--- src/rtl/cdx_pkg.sv ---
package cdx_pkg;
   typedef enum logic [1:0] {
      EDGE_OFF  = 2'b00,
      EDGE_RISE = 2'b01,
      EDGE_FALL = 2'b10,
      EDGE_ANY  = 2'b11
   } edge_sel_e;
endpackage

--- src/rtl/cdx_sync.sv ---
module cdx_sync #(
   parameter int W = 8
) (
   input  logic         clk,
   input  logic         rst_n,
   input  logic [W-1:0] d_in,
   output logic [W-1:0] d_sync,
   output logic [W-1:0] d_prev
);
   logic [W-1:0] meta_q;

   always_ff @(posedge clk or negedge rst_n) begin
      if (!rst_n) begin
         meta_q <= '0;
         d_sync <= '0;
         d_prev <= '0;
      end else begin
         meta_q <= d_in;
         d_sync <= meta_q;
         d_prev <= d_sync;
      end
   end
endmodule

--- src/rtl/cdx_qual.sv ---
module cdx_qual
   import cdx_pkg::*;
#(
   parameter int NCLK = 3
) (
   input  logic [NCLK-1:0]   cur,
   input  logic [NCLK-1:0]   prev,
   input  logic [2*NCLK-1:0] sel,
   output logic              fire
);
   logic [NCLK-1:0] hit;

   for (genvar i = 0; i < NCLK; i++) begin : g_line
      logic rise_w, fall_w;
      assign rise_w = cur[i] & ~prev[i];
      assign fall_w = ~cur[i] & prev[i];
      always_comb begin
         case (edge_sel_e'(sel[2*i +: 2]))
            EDGE_RISE: hit[i] = rise_w;
            EDGE_FALL: hit[i] = fall_w;
            EDGE_ANY:  hit[i] = rise_w | fall_w;
            default:   hit[i] = 1'b0;
         endcase
      end
   end

   assign fire = |hit;
endmodule

--- src/rtl/cdx_hold.sv ---
module cdx_hold #(
   parameter int NCH = 43,
   parameter int CW  = 6
) (
   input  logic           clk,
   input  logic           rst_n,
   input  logic           mux_en,
   input  logic           slave_ev,
   input  logic [NCH-1:0] live,
   input  logic [CW-1:0]  scnt,
   output logic [NCH-1:0] merged,
   output logic           merged_valid
);
   logic [NCH-1:0] low_mask;
   logic [NCH-1:0] hold_q, hold_d;
   logic           valid_q, valid_d;

   for (genvar i = 0; i < NCH; i++) begin : g_mask
      assign low_mask[i] = (scnt > CW'(i));
   end

   always_comb begin
      hold_d  = slave_ev ? (live & low_mask) : hold_q;
      valid_d = mux_en & (slave_ev | valid_q);
      if (mux_en) merged = (hold_d & low_mask) | (live & ~low_mask);
      else        merged = live;
      merged_valid = valid_d;
   end

   always_ff @(posedge clk or negedge rst_n) begin
      if (!rst_n) begin
         hold_q  <= '0;
         valid_q <= 1'b0;
      end else if (!mux_en) begin
         hold_q  <= '0;
         valid_q <= 1'b0;
      end else begin
         hold_q  <= hold_d;
         valid_q <= valid_d;
      end
   end

   AST_HOLD_KEEP: assert property (@(posedge clk) disable iff (!rst_n)
      (mux_en && !slave_ev) |=> (hold_q == $past(hold_q) || !$past(mux_en)));
   AST_VALID_CLEAR: assert property (@(posedge clk) disable iff (!rst_n)
      !mux_en |=> !valid_q);
endmodule

--- src/rtl/cdx_waddr.sv ---
module cdx_waddr #(
   parameter int DEPTH = 1024,
   parameter int AW    = 10
) (
   input  logic          clk,
   input  logic          rst_n,
   input  logic          fire,
   output logic [AW-1:0] ptr
);
   localparam logic [AW-1:0] LAST = AW'(DEPTH - 1);

   always_ff @(posedge clk or negedge rst_n) begin
      if (!rst_n)     ptr <= '0;
      else if (fire)  ptr <= (ptr == LAST) ? '0 : ptr + 1'b1;
   end

   AST_PTR_RANGE: assert property (@(posedge clk) disable iff (!rst_n)
      ptr <= LAST);
   AST_PTR_IDLE: assert property (@(posedge clk) disable iff (!rst_n)
      !fire |=> $stable(ptr));
endmodule

--- src/rtl/capdemux_top.sv ---
module capdemux_top
   import cdx_pkg::*;
#(
   parameter int NCH   = 43,
   parameter int NCLK  = 3,
   parameter int DEPTH = 1024,
   localparam int CW   = $clog2(NCH + 1),
   localparam int AW   = (DEPTH > 1) ? $clog2(DEPTH) : 1
) (
   input  logic              clk,
   input  logic              rst_n,
   input  logic [NCH-1:0]    probe_in,
   input  logic [NCLK-1:0]   clk_lines,
   input  logic              cfg_mux_en,
   input  logic              cfg_custom,
   input  logic [2*NCLK-1:0] cfg_master_edge,
   input  logic [2*NCLK-1:0] cfg_slave_edge,
   input  logic [CW-1:0]     cfg_slave_cnt,
   output logic              wr_en,
   output logic [AW-1:0]     wr_addr,
   output logic [NCH-1:0]    wr_data,
   output logic              wr_hold_valid
);
   if (NCH < 2)    begin : g_bad_nch   $error("NCH must be at least 2");   end
   if (NCLK < 1)   begin : g_bad_nclk  $error("NCLK must be at least 1");  end
   if (DEPTH < 2)  begin : g_bad_depth $error("DEPTH must be at least 2"); end

   localparam logic [2*NCLK-1:0] DEF_MASTER = (2*NCLK)'(EDGE_RISE);
   localparam logic [2*NCLK-1:0] DEF_SLAVE  = (2*NCLK)'(EDGE_FALL);

   logic [NCLK-1:0]   ck_cur, ck_prev;
   logic [NCH-1:0]    live, live_prev_unused;
   logic [2*NCLK-1:0] m_sel, s_sel;
   logic              m_fire, s_fire, slave_ev;
   logic [NCH-1:0]    merged;
   logic              merged_valid;
   logic [AW-1:0]     ptr;

   cdx_sync #(.W(NCLK)) u_ck_sync (
      .clk(clk), .rst_n(rst_n), .d_in(clk_lines), .d_sync(ck_cur), .d_prev(ck_prev));
   cdx_sync #(.W(NCH)) u_data_sync (
      .clk(clk), .rst_n(rst_n), .d_in(probe_in), .d_sync(live), .d_prev(live_prev_unused));

   assign m_sel = cfg_custom ? cfg_master_edge : DEF_MASTER;
   assign s_sel = cfg_custom ? cfg_slave_edge  : DEF_SLAVE;

   cdx_qual #(.NCLK(NCLK)) u_master_q (
      .cur(ck_cur), .prev(ck_prev), .sel(m_sel), .fire(m_fire));
   cdx_qual #(.NCLK(NCLK)) u_slave_q (
      .cur(ck_cur), .prev(ck_prev), .sel(s_sel), .fire(s_fire));

   assign slave_ev = cfg_mux_en & s_fire;

   cdx_hold #(.NCH(NCH), .CW(CW)) u_hold (
      .clk(clk), .rst_n(rst_n), .mux_en(cfg_mux_en), .slave_ev(slave_ev),
      .live(live), .scnt(cfg_slave_cnt), .merged(merged), .merged_valid(merged_valid));

   cdx_waddr #(.DEPTH(DEPTH), .AW(AW)) u_waddr (
      .clk(clk), .rst_n(rst_n), .fire(m_fire), .ptr(ptr));

   always_ff @(posedge clk or negedge rst_n) begin
      if (!rst_n) begin
         wr_en         <= 1'b0;
         wr_addr       <= '0;
         wr_data       <= '0;
         wr_hold_valid <= 1'b0;
      end else begin
         wr_en <= m_fire;
         if (m_fire) begin
            wr_addr       <= ptr;
            wr_data       <= merged;
            wr_hold_valid <= merged_valid;
         end
      end
   end

   AST_MASTER_WRITES: assert property (@(posedge clk) disable iff (!rst_n)
      m_fire |=> wr_en);
   AST_SLAVE_NO_WRITE: assert property (@(posedge clk) disable iff (!rst_n)
      (slave_ev && !m_fire) |=> !wr_en);
   AST_NONMUX_NO_HOLD: assert property (@(posedge clk) disable iff (!rst_n)
      (m_fire && !cfg_mux_en) |=> !wr_hold_valid);
   AST_ADDR_STEP: assert property (@(posedge clk) disable iff (!rst_n)
      (wr_en && $past(wr_en) && $past(rst_n)) |->
         (wr_addr == (($past(wr_addr) == AW'(DEPTH-1)) ? '0 : $past(wr_addr) + 1'b1)));
endmodule

--- config.mk ---
export PLATFORM = sky130hd
export DESIGN_NAME = capdemux_top
export DESIGN_NICKNAME = d
export VERILOG_FILES = /design/src/rtl/cdx_pkg.sv /design/src/rtl/cdx_sync.sv /design/src/rtl/cdx_qual.sv /design/src/rtl/cdx_hold.sv /design/src/rtl/cdx_waddr.sv /design/src/rtl/capdemux_top.sv
export SDC_FILE = /design/constraint.sdc
export NUM_CORES = 1
export LEC_CHECK = 0
export BUFFER_PORTS_ARGS = -buffer_cell sky130_fd_sc_hd__buf_2
export CAP_MARGIN = 5
export CORE_UTILIZATION = 50
export CTS_CLUSTER_SIZE = 24
export DETAILED_ROUTE_END_ITERATION = 7
export MAX_ROUTING_LAYER = met4
export PLACE_DENSITY = 0.71
export SYNTH_ARGS = -nofsm -noshare
export SYNTH_HDL_FRONTEND = slang
export SYNTH_SLANG_ARGS = --single-unit
--- constraint.sdc ---
create_clock -name clk -period 2.7 [get_ports clk]
set_input_delay 0.135 -clock clk [delete_from_list [all_inputs] [get_ports clk]]
set_output_delay 0.135 -clock clk [all_outputs]
set_load 0.1 [all_outputs]
==> results.toml, run 1 <==
[placed_design]
gp_congestion = 0.834
dp_hpwl_mm = 12.5
placement.io_buffers = 122
dp_cells = 1102

[yosys]
seq_area_frac_synth = 0.613
synth_area_leaders = "dfrtp_1, nand2_1, a21boi_0, a31oi_1, nand3_1"
syn_area_sq_um = 8330
synth_top_cells_by_count = "dfrtp_1, nand2_1, nor2_1"
yosysWarnings = 0
synth_edf_count = 0
synthMuxAreaShare = 0.00496
ys_async_sr_fraction = 1.00
synth_top_family_by_area = "compound AO/OA/AOI/OAI gates"
synth_xor_xnor_area_share = 0.00421
syn_avg_cell_area_sq_um = 10.4
syn-instance-count = 798
synth_top_area_frac = 0.613
synthAdderAreaFrac = 0.0105
synth_simple_gate_area_frac = 0.151
yosysMostFrequentCell = "dfrtp_1"
ys.flop_type = "dfrtp_1"
yosys.area.top_type = "dfrtp_1"
synth-seq-cells = 204
ys_types = 58
syn_nets = 873
synth_compound_area_frac = 0.179

[setup_path]
path_class = "reg2reg"
crit_arrival_ns = 2.87
critPathRequiredTime_ns = 3.07
cp_max_fo = 35
startpoint_type = "flop"
critPathCaptureType = "flop"

[final_layout]
register_area_sq_um = 5100
syn2layout_area_growth_pct = 24.1
diodes = 0
drive_gt1_frac = 0.199
multiInputGateArea_sq_um = 2920
fillCellCount = 1251
final_nets = 1032
final_cells = 1188

[pwr]
ir_worst_vdd_v = 0.000576
p_leak_nw = 4.70
p_per_area_nw_per_um2 = 877

[detailed_routing]
routedWlPerCell_um = 16.7
vias_per_cell = 5.46
drc_errors = 0
routed_wl_mm = 19.9
drt-pass1-iter-count = 5
via_count = 6490
postRouteAntennaNets = 0
drtIter0Drc = 446

[clock_tree]
clk_path_buf_depth = 3
insertion_delay_ns = 0.50
cts_tree = "built"
postCtsSetupBuffers = 0
postCtsResizedCells = 0
h-tree-depth = 1
cts_root_buffer = "clkbuf_16"
clock_sinks = 204
hold_buffers = 47
clk_pin_slew_ns = 0.06
cts_buffers = 22

[sta]
tns_ns = 0
tightest_slew_ns = 0.692
slew_headroom = 0.539
fin_crit_ns = 2.49
hold_viol = 0
whs_ns = 0.166
finalMaxSlewViolations = 0
setup_viol = 0
min_period_over_period = 0.922
fmax_ghz = 0.402
skew_ns = 0.00922
rsz0062_at_grt = "false"

[grt]
antenna_found_initial = 0
grt_pass1_wl_mm = 31.4
grt-ovfl-total = 0
grt_pass1_vias = 6137
track_usage = 0.245
grt_max_degree = 87

[die]
core_area_sq_um = 16100
dieArea_sq_um = 17200
pin_count = 123
start_util = 0.518
rows = 46
die_w_um = 131
die_h_um = 131

[job]
drv_cap = 0

[status]
status = "finished, final reports clean"

[hold_path]
holdCritPathClass = "in2reg"
==> cell usage in the layout (no fill, tap or decap), drive strengths merged, types with 2 or more instances in the layout <==
cell	netlist	final
dfrtp	204	204
buf	20	136
nand2	118	118
nor2	65	65
nand3	49	49
o21ai	49	49
dlygate4sd3	0	47
a21oi	46	46
a21boi	43	43
a31oi	42	42
clkbuf	29	35
inv	21	21
o21a	11	11
nor2b	8	8
a21bo	8	8
o31ai	8	8
nor3	7	7
ha	7	7
or3	6	6
nand4	5	5
and2	5	5
o31a	4	4
and3	4	4
clkinv	0	4
or2	4	4
mux2i	3	3
and2b	2	2
o211ai	2	2
a31o	2	2
nor3b	2	2
a21o	2	2
a221oi	2	2
xnor2	2	2
xor2	2	2
a41oi	2	2
==> path summary, 6_finish.rpt <==
check,start,endpoint,slack [ns],cells past startpoint
hold reg to reg,u_data_sync.meta_q[1],u_data_sync.d_sync[1],0.34,0
max in group asynchronous,rst_n,u_data_sync.d_sync[13],1.65,3
min in group asynchronous,rst_n,wr_addr[5],0.27,2
setup reg to reg,u_ck_sync.d_sync[2],wr_data[10],0.21,9
setup / recovery,u_ck_sync.d_sync[2],wr_data[10],0.21,9
hold / removal,cfg_slave_cnt[5],u_hold.hold_q[31],0.17,4
==> state kept, by name, summed over array words and instances (netlist names) <==
| signal | flops |
|---|---|
| u_ck_sync.meta_q | 3 |
| u_waddr.ptr | 10 |
| u_ck_sync.d_prev | 3 |
| u_ck_sync.d_sync | 3 |
| wr_hold_valid | 1 |
| wr_addr | 10 |
| u_data_sync.meta_q | 43 |
| u_data_sync.d_sync | 43 |
| u_hold.hold_q | 43 |
| wr_en | 1 |
| u_hold.valid_q | 1 |
| wr_data | 43 |
==> power breakdown <==
part | leakage, nW | switching, mW | total (mW) | internal, mW
registers | 2.49 | 0.218 | 3.61 | 3.39
clock network | 0.348 | 1.19 | 2.91 | 1.72
logic | 1.86 | 2.05 | 2.54 | 0.492
==> critical path: stages, from the launching register on <==
cell     delay, ns
dfrtp_1       0.37
inv_1         0.05
ha_1          0.29
and2b_1       0.19
o21ai_2       0.20
a41oi_4       0.24
or2_2         0.39
buf_4         0.27
o31ai_1       0.28
a21oi_1       0.10
==> kinds of logic after synthesis <==
family	count (synthesis)
compound gates	227
simple gates	282
fa+ha+maj	7
buf+inv	70
xor+xnor	4
flops	204
mux	4
==> metal layers <==
| layer | share of wire | routed length [um] | up-vias | GRT usage |
|---|---|---|---|---|
| li1 | - | - | 3090 | - |
| met1 | 0.43 | 8600 | 3139 | 0.322 |
| met2 | 0.48 | 9610 | 228 | 0.397 |
| met3 | 0.064 | 1270 | 33 | 0.0358 |
| met4 | 0.021 | 409 | 0 | 0.0690 |
| met5 | 0 | 0 | - | - |
==> stage by stage <==
| step | util | power (mW) | setup WS, ns | area (sq um) |
|---|---|---|---|---|
| floorplan | - | 5.59 | 0.555 | 8330 |
| global placement | 0.570 | 6.12 | 0.281 | 9150 |
| detailed placement | 0.570 | 6.15 | 0.205 | 9150 |
| CTS | 0.643 | 9.12 | 0.206 | 10300 |
| global route | 0.643 | 9.41 | 0.0475 | 10300 |
| finish | 0.643 | 9.06 | 0.209 | 10300 |
==> layout make-up <==
cell class,count,area share
Clock inverter,5,0.00267
Timing Repair Buffer,184,0.121
Clock buffer,34,0.0655
Multi-Input combinational cell,524,0.282
Inverter,21,0.00763
Sequential cell,204,0.494
Tap cell,216,0.0262
(Power assumes the default switching activity.)
==> run 2, diff against run 1 <==
--- a/config.mk
+++ b/config.mk
@@ -8,4 +8,5 @@
 export BUFFER_PORTS_ARGS = -buffer_cell sky130_fd_sc_hd__buf_2
 export CAP_MARGIN = 5
+export CORE_ASPECT_RATIO = 0.8
 export CORE_UTILIZATION = 50
 export CTS_CLUSTER_SIZE = 24
==> constraint.sdc (replaced) <==
create_clock -name clk -period 2.7 [get_ports clk]
set_input_delay 0.135 -clock clk [delete_from_list [all_inputs] [get_ports clk]]
set_output_delay 0.135 -clock clk [all_outputs]
set_load 0.05 [all_outputs]
==> run 2 against run 1 <==
Compared with the run above: count of clock-buffer cells in the layout is 11 lower; critical endpoint is now wr_data[41]; sequential power barely moved; die area about the same; hold slack worse by 0.10 ns.
==> results.toml, run 2 (synthesized netlist as in run 1, its figures left out) <==
[status]
status = "finished, final reports clean"

[pwr]
switching_share = 0.322
combPwrFrac = 0.213
total_power_mw = 8.50
ir_worst_vdd_v = 0.000647
power_frac_seq = 0.425
p_sw_mw = 2.74
clkPwrFrac = 0.362
p_leak_nw = 4.72
p_int_mw = 5.76
p_per_area_nw_per_um2 = 819

[die]
dieArea_sq_um = 17200
die_h_um = 117
pin_count = 123
die_w_um = 146
start_util = 0.520
core_area_sq_um = 16000
rows = 41

[setup_path]
critPathSlowestCell = "or2_2"
crit_arrival_ns = 2.80
rr_startpoint = "u_ck_sync.d_sync[2]"
critPathRequiredTime_ns = 3.07
startpoint_type = "flop"
path_depth = 9
reg2reg_slack_ns = 0.27
path_class = "reg2reg"
cp_cell_sequence = "inv_1 > ha_1 > and2b_1 > o21ai_2 > a41oi_4 > or2_2 > buf_12 > o31ai_1 > a21oi_1"
crit_end = "wr_data[41]"
critical_path_buf_inv_count = 2
setup.worst_path.start = "u_ck_sync.d_sync[2]"
rr_worst_depth = 9
r2r-end = "wr_data[41]"
cp_max_fo = 33
cp_top_family = "compound AO/OA/AOI/OAI gates"
critPathCaptureType = "flop"
max_stage_delay_ns = 0.47

[detailed_routing]
drc_errors = 0
routed_wl_mm = 19.6
via_count = 6506
vias_per_cell = 5.49
drt-pass1-iter-count = 6
drtIter0Drc = 465
postRouteAntennaNets = 0
routedWlPerCell_um = 16.6

[sta]
rsz0062_at_grt = "false"
hold_viol = 0
whs_ns = 0.0608
skew_ns = 0.00765
finalMaxSlewViolations = 0
tightest_slew_ns = 0.632
slew_headroom = 0.576
layout_setup_ws_ns = 0.270
setup_viol = 0
fmax_ghz = 0.411
fin_crit_ns = 2.43
min_period_over_period = 0.900
tns_ns = 0

[final_layout]
final_nets = 1032
final_cells = 1186
fillCellCount = 1277
utilization = 0.648
diodes = 0
final_common_cell = "dfrtp_1"
syn2layout_area_growth_pct = 24.6
final_cell_area_sq_um = 10400
final_cell_mix = "dfrtp_1, buf_2, nand2_1, nor2_1, nand3_1"
drive_gt1_frac = 0.203

[clock_tree]
clock_sinks = 204
h-tree-depth = 1
postCtsResizedCells = 0
clk_path_buf_depth = 3
hold_buffers = 47
cts_buffers = 21
postCtsSetupBuffers = 0
insertion_delay_ns = 0.49
cts_tree = "built"
cts_root_buffer = "clkbuf_16"
clk_pin_slew_ns = 0.06

[placed_design]
gp_congestion = 0.834
dp_cells = 1102
preCtsSetupSlack_ns = 0.250
dp_hpwl_mm = 12.6
place_area_sq_um = 9160
placement.io_buffers = 122

[job]
drv_cap = 0

[grt]
track_usage = 0.244
antenna_found_initial = 0
grt_max_degree = 75
grt_pass1_wl_mm = 32.5
grt_pass1_vias = 6258
grt-ovfl-total = 0

[hold_path]
holdCritPathClass = "in2reg"
## run 2: cell types whose count changed in the layout (fill, tap and decap cells not counted)
cell        before  now
buf_4           11   12
bufinv_16        0    4
clkbuf_1         5    0
clkbuf_16       23   21
clkbuf_8         7    3
clkinv_4         0    4
clkinvlp_4       1    2
## run 2: layout make-up
class	count	area, sq um	share of cell area
timing repair buffer	185	1260	0.121
clock inverter	14	190	0.0183
sequential	204	5100	0.492
multi-input combinational	524	2920	0.281
tap	215	269	0.0259
inverter	21	78.8	0.00760
clock buffer	23	553	0.0533
## run 2: per-layer routing
metal | up-vias | share of wire | global-route usage
li1 | 3080 | - | -
met1 | 3188 | 0.48 | 0.361
met2 | 205 | 0.44 | 0.360
met3 | 33 | 0.057 | 0.0335
met4 | 0 | 0.018 | 0.0521
met5 | - | 0 | -
## run 2: power by group through the flow
stage | Clock (mW) | Combinational (mW) | Sequential, mW
floorplan | 0 | 0.597 | 4.27
global placement | 0 | 1.74 | 3.65
detailed placement | 0 | 1.76 | 3.66
CTS | 3.12 | 1.82 | 3.61
global route | 3.27 | 1.95 | 3.65
finish | 3.08 | 1.81 | 3.61
## run 2: how the worst min path moves through the flow
stage / startpoint / end / slack, ns / depth (start not counted)
6_report: cfg_mux_en / u_hold.valid_q / 0.06 / 2
5_1_grt: cfg_mux_en / u_hold.hold_q[42] / 0.05 / 2
4_1_cts: cfg_mux_en / u_hold.valid_q / 0.05 / 2
3_5_place_dp: rst_n / wr_addr[5] / 0.19 / 1
3_3_place_gp: rst_n / wr_addr[5] / 0.19 / 1
2_1_floorplan: rst_n / u_ck_sync.d_prev[0] / -0.16 / 0
==> run 3, diff against run 2 <==
- RECOVER_POWER: not set -> 100
- clock period: 2.7 -> 2.55 ns (I/O delays scaled with it)
==> run 3 against run 2 <==
Compared with the run above: the flow now finishes with violations (max-capacitance violations, max-slew violations); non-clock buffer count up 5; clock power grew 2%; first-iteration DRC count rose by 18%; die area did not move; critical endpoint is now wr_data[31]; cell count grew 0.42%; largest power group unchanged; routed wire length up 1.9%; clock skew up 0.0014 ns; sequential cell count is the same.
==> results.toml, run 3 (synthesized netlist as in run 1, its figures left out) <==
[status]
status = "finished, violations left"
violations = "max-capacitance violations, max-slew violations"

[placed_design]
dp_hpwl_mm = 12.7
placement.io_buffers = 122
gp_congestion = 0.826
dp_cells = 1106

[pwr]
p_per_area_nw_per_um2 = 857
power_frac_seq = 0.433
clkPwrFrac = 0.354
p_sw_mw = 2.88
ir_worst_vdd_v = 0.000607
switching_share = 0.325
total_power_mw = 8.85
p_leak_nw = 4.57
p_int_mw = 5.97
combPwrFrac = 0.213

[setup_path]
critPathRequiredTime_ns = 2.96
r2r-end = "wr_data[31]"
startpoint_type = "flop"
critPathCaptureType = "flop"
path_class = "reg2reg"
rr_worst_depth = 10
reg2reg_slack_ns = 0.26
rr_startpoint = "u_ck_sync.d_sync[2]"
cp_max_fo = 37
crit_arrival_ns = 2.70

[final_layout]
multiInputGateArea_sq_um = 2920
fillCellCount = 1325
syn2layout_area_growth_pct = 24.0
final_nets = 1037
final_cells = 1191
register_area_sq_um = 5100
diodes = 0
final_common_cell = "dfrtp_1"
final_cell_mix = "dfrtp_1, nand2_1, nor2_1, buf_2, clkbuf_1"
drive_gt1_frac = 0.145

[sta]
min_period_over_period = 0.897
slew_headroom = -0.246
rsz0062_at_grt = "false"
finalMaxSlewViolations = 71
tightest_slew_ns = 1.87
setup_viol = 0
fin_crit_ns = 2.29
hold_viol = 0
skew_ns = 0.00908
tns_ns = 0
fmax_ghz = 0.437

[clock_tree]
cts_tree = "built"
cts_root_buffer = "clkbuf_16"
clk_path_buf_depth = 3
clock_sinks = 204
h-tree-depth = 1
cts_buffers = 21
insertion_delay_ns = 0.49
clk_pin_slew_ns = 0.07
postCtsSetupBuffers = 0

[grt]
grt_max_degree = 73
grt_pass1_vias = 6310
grt_pass1_wl_mm = 33.0
antenna_found_initial = 0
track_usage = 0.246
grt-ovfl-total = 0

[detailed_routing]
via_count = 6458
vias_per_cell = 5.42
routed_wl_mm = 20.0
routedWlPerCell_um = 16.8
drc_errors = 0
drtIter0Drc = 550
postRouteAntennaNets = 0
drt-pass1-iter-count = 5

[die]
pin_count = 123
start_util = 0.520
rows = 41
core_area_sq_um = 16000
die_w_um = 146
dieArea_sq_um = 17200
die_h_um = 117

[job]
drv_cap = 1

[hold_path]
min_to = "u_hold.hold_q[30]"
holdCritPathClass = "in2reg"
worstHoldStart = "cfg_mux_en"
hold_depth = 3
==> run 3: layout make-up <==
type / instances / area share
sequential: 204 / 0.494
multi-input combinational: 524 / 0.282
timing repair buffer: 190 / 0.121
clock buffer: 25 / 0.0553
tap: 215 / 0.0261
clock inverter: 12 / 0.0133
inverter: 21 / 0.00763
==> run 3: how the worst max path moves through the flow <==
stage,from,to,slack [ns],cells past startpoint
3_3_place_gp,u_ck_sync.d_sync[2],wr_data[2],0.24,9
6_report,u_ck_sync.d_sync[2],wr_data[31],0.26,10
2_1_floorplan,u_ck_sync.d_sync[2],wr_data[35],0.41,10
3_5_place_dp,u_ck_sync.d_sync[2],wr_data[10],0.22,9
4_1_cts,u_ck_sync.d_sync[2],wr_data[10],0.18,9
5_1_grt,u_ck_sync.d_sync[1],u_waddr.ptr[9],0.05,10
==> run 3: critical path, stage by stage, from the launching register on <==
cell	delay, ns
dfrtp_1	0.37
inv_1	0.05
ha_1	0.30
and2b_1	0.20
o21ai_2	0.20
a41oi_4	0.14
buf_4	0.24
nor2_4	0.16
buf_12	0.22
a31oi_1	0.14
a21oi_1	0.18
==> run 3: routing by layer <==
metal	part of all wire	track usage	vias to the layer above
met1	0.48	0.363	3108
met2	0.45	0.364	227
li1	-	-	3094
met4	0.018	0.0527	0
met5	0	-	-
met3	0.055	0.0366	29
==> run 3: power groups by stage <==
stage                     clock, mW  sequential [mW]  combinational (mW)
after CTS                      3.18             3.82                1.95
after global placement            0             3.87                1.86
after global routing           3.32             3.88                2.04
final                          3.13             3.83                1.89
after floorplan                   0             4.53               0.633
after detailed placement          0             3.88                1.89
==> run 3: stage by stage <==
stage,util,worst slack [ns],cell area (sq um),hold slack (ns)
6_report,0.645,0.263,10300,0.147
5_1_grt,0.645,0.0505,10300,0.169
4_1_cts,0.651,0.178,10400,0.146
3_5_place_dp,0.577,0.215,9230,0.188
3_3_place_gp,0.577,0.237,9230,0.186
2_1_floorplan,-,0.405,8330,-0.168
==> run 3: timing repair <==
action,in CTS,in global routing
gates resized for setup,0,1
hold endpoints to repair,114,0
hold buffers,48,0
endpoints found under the setup margin,0,3
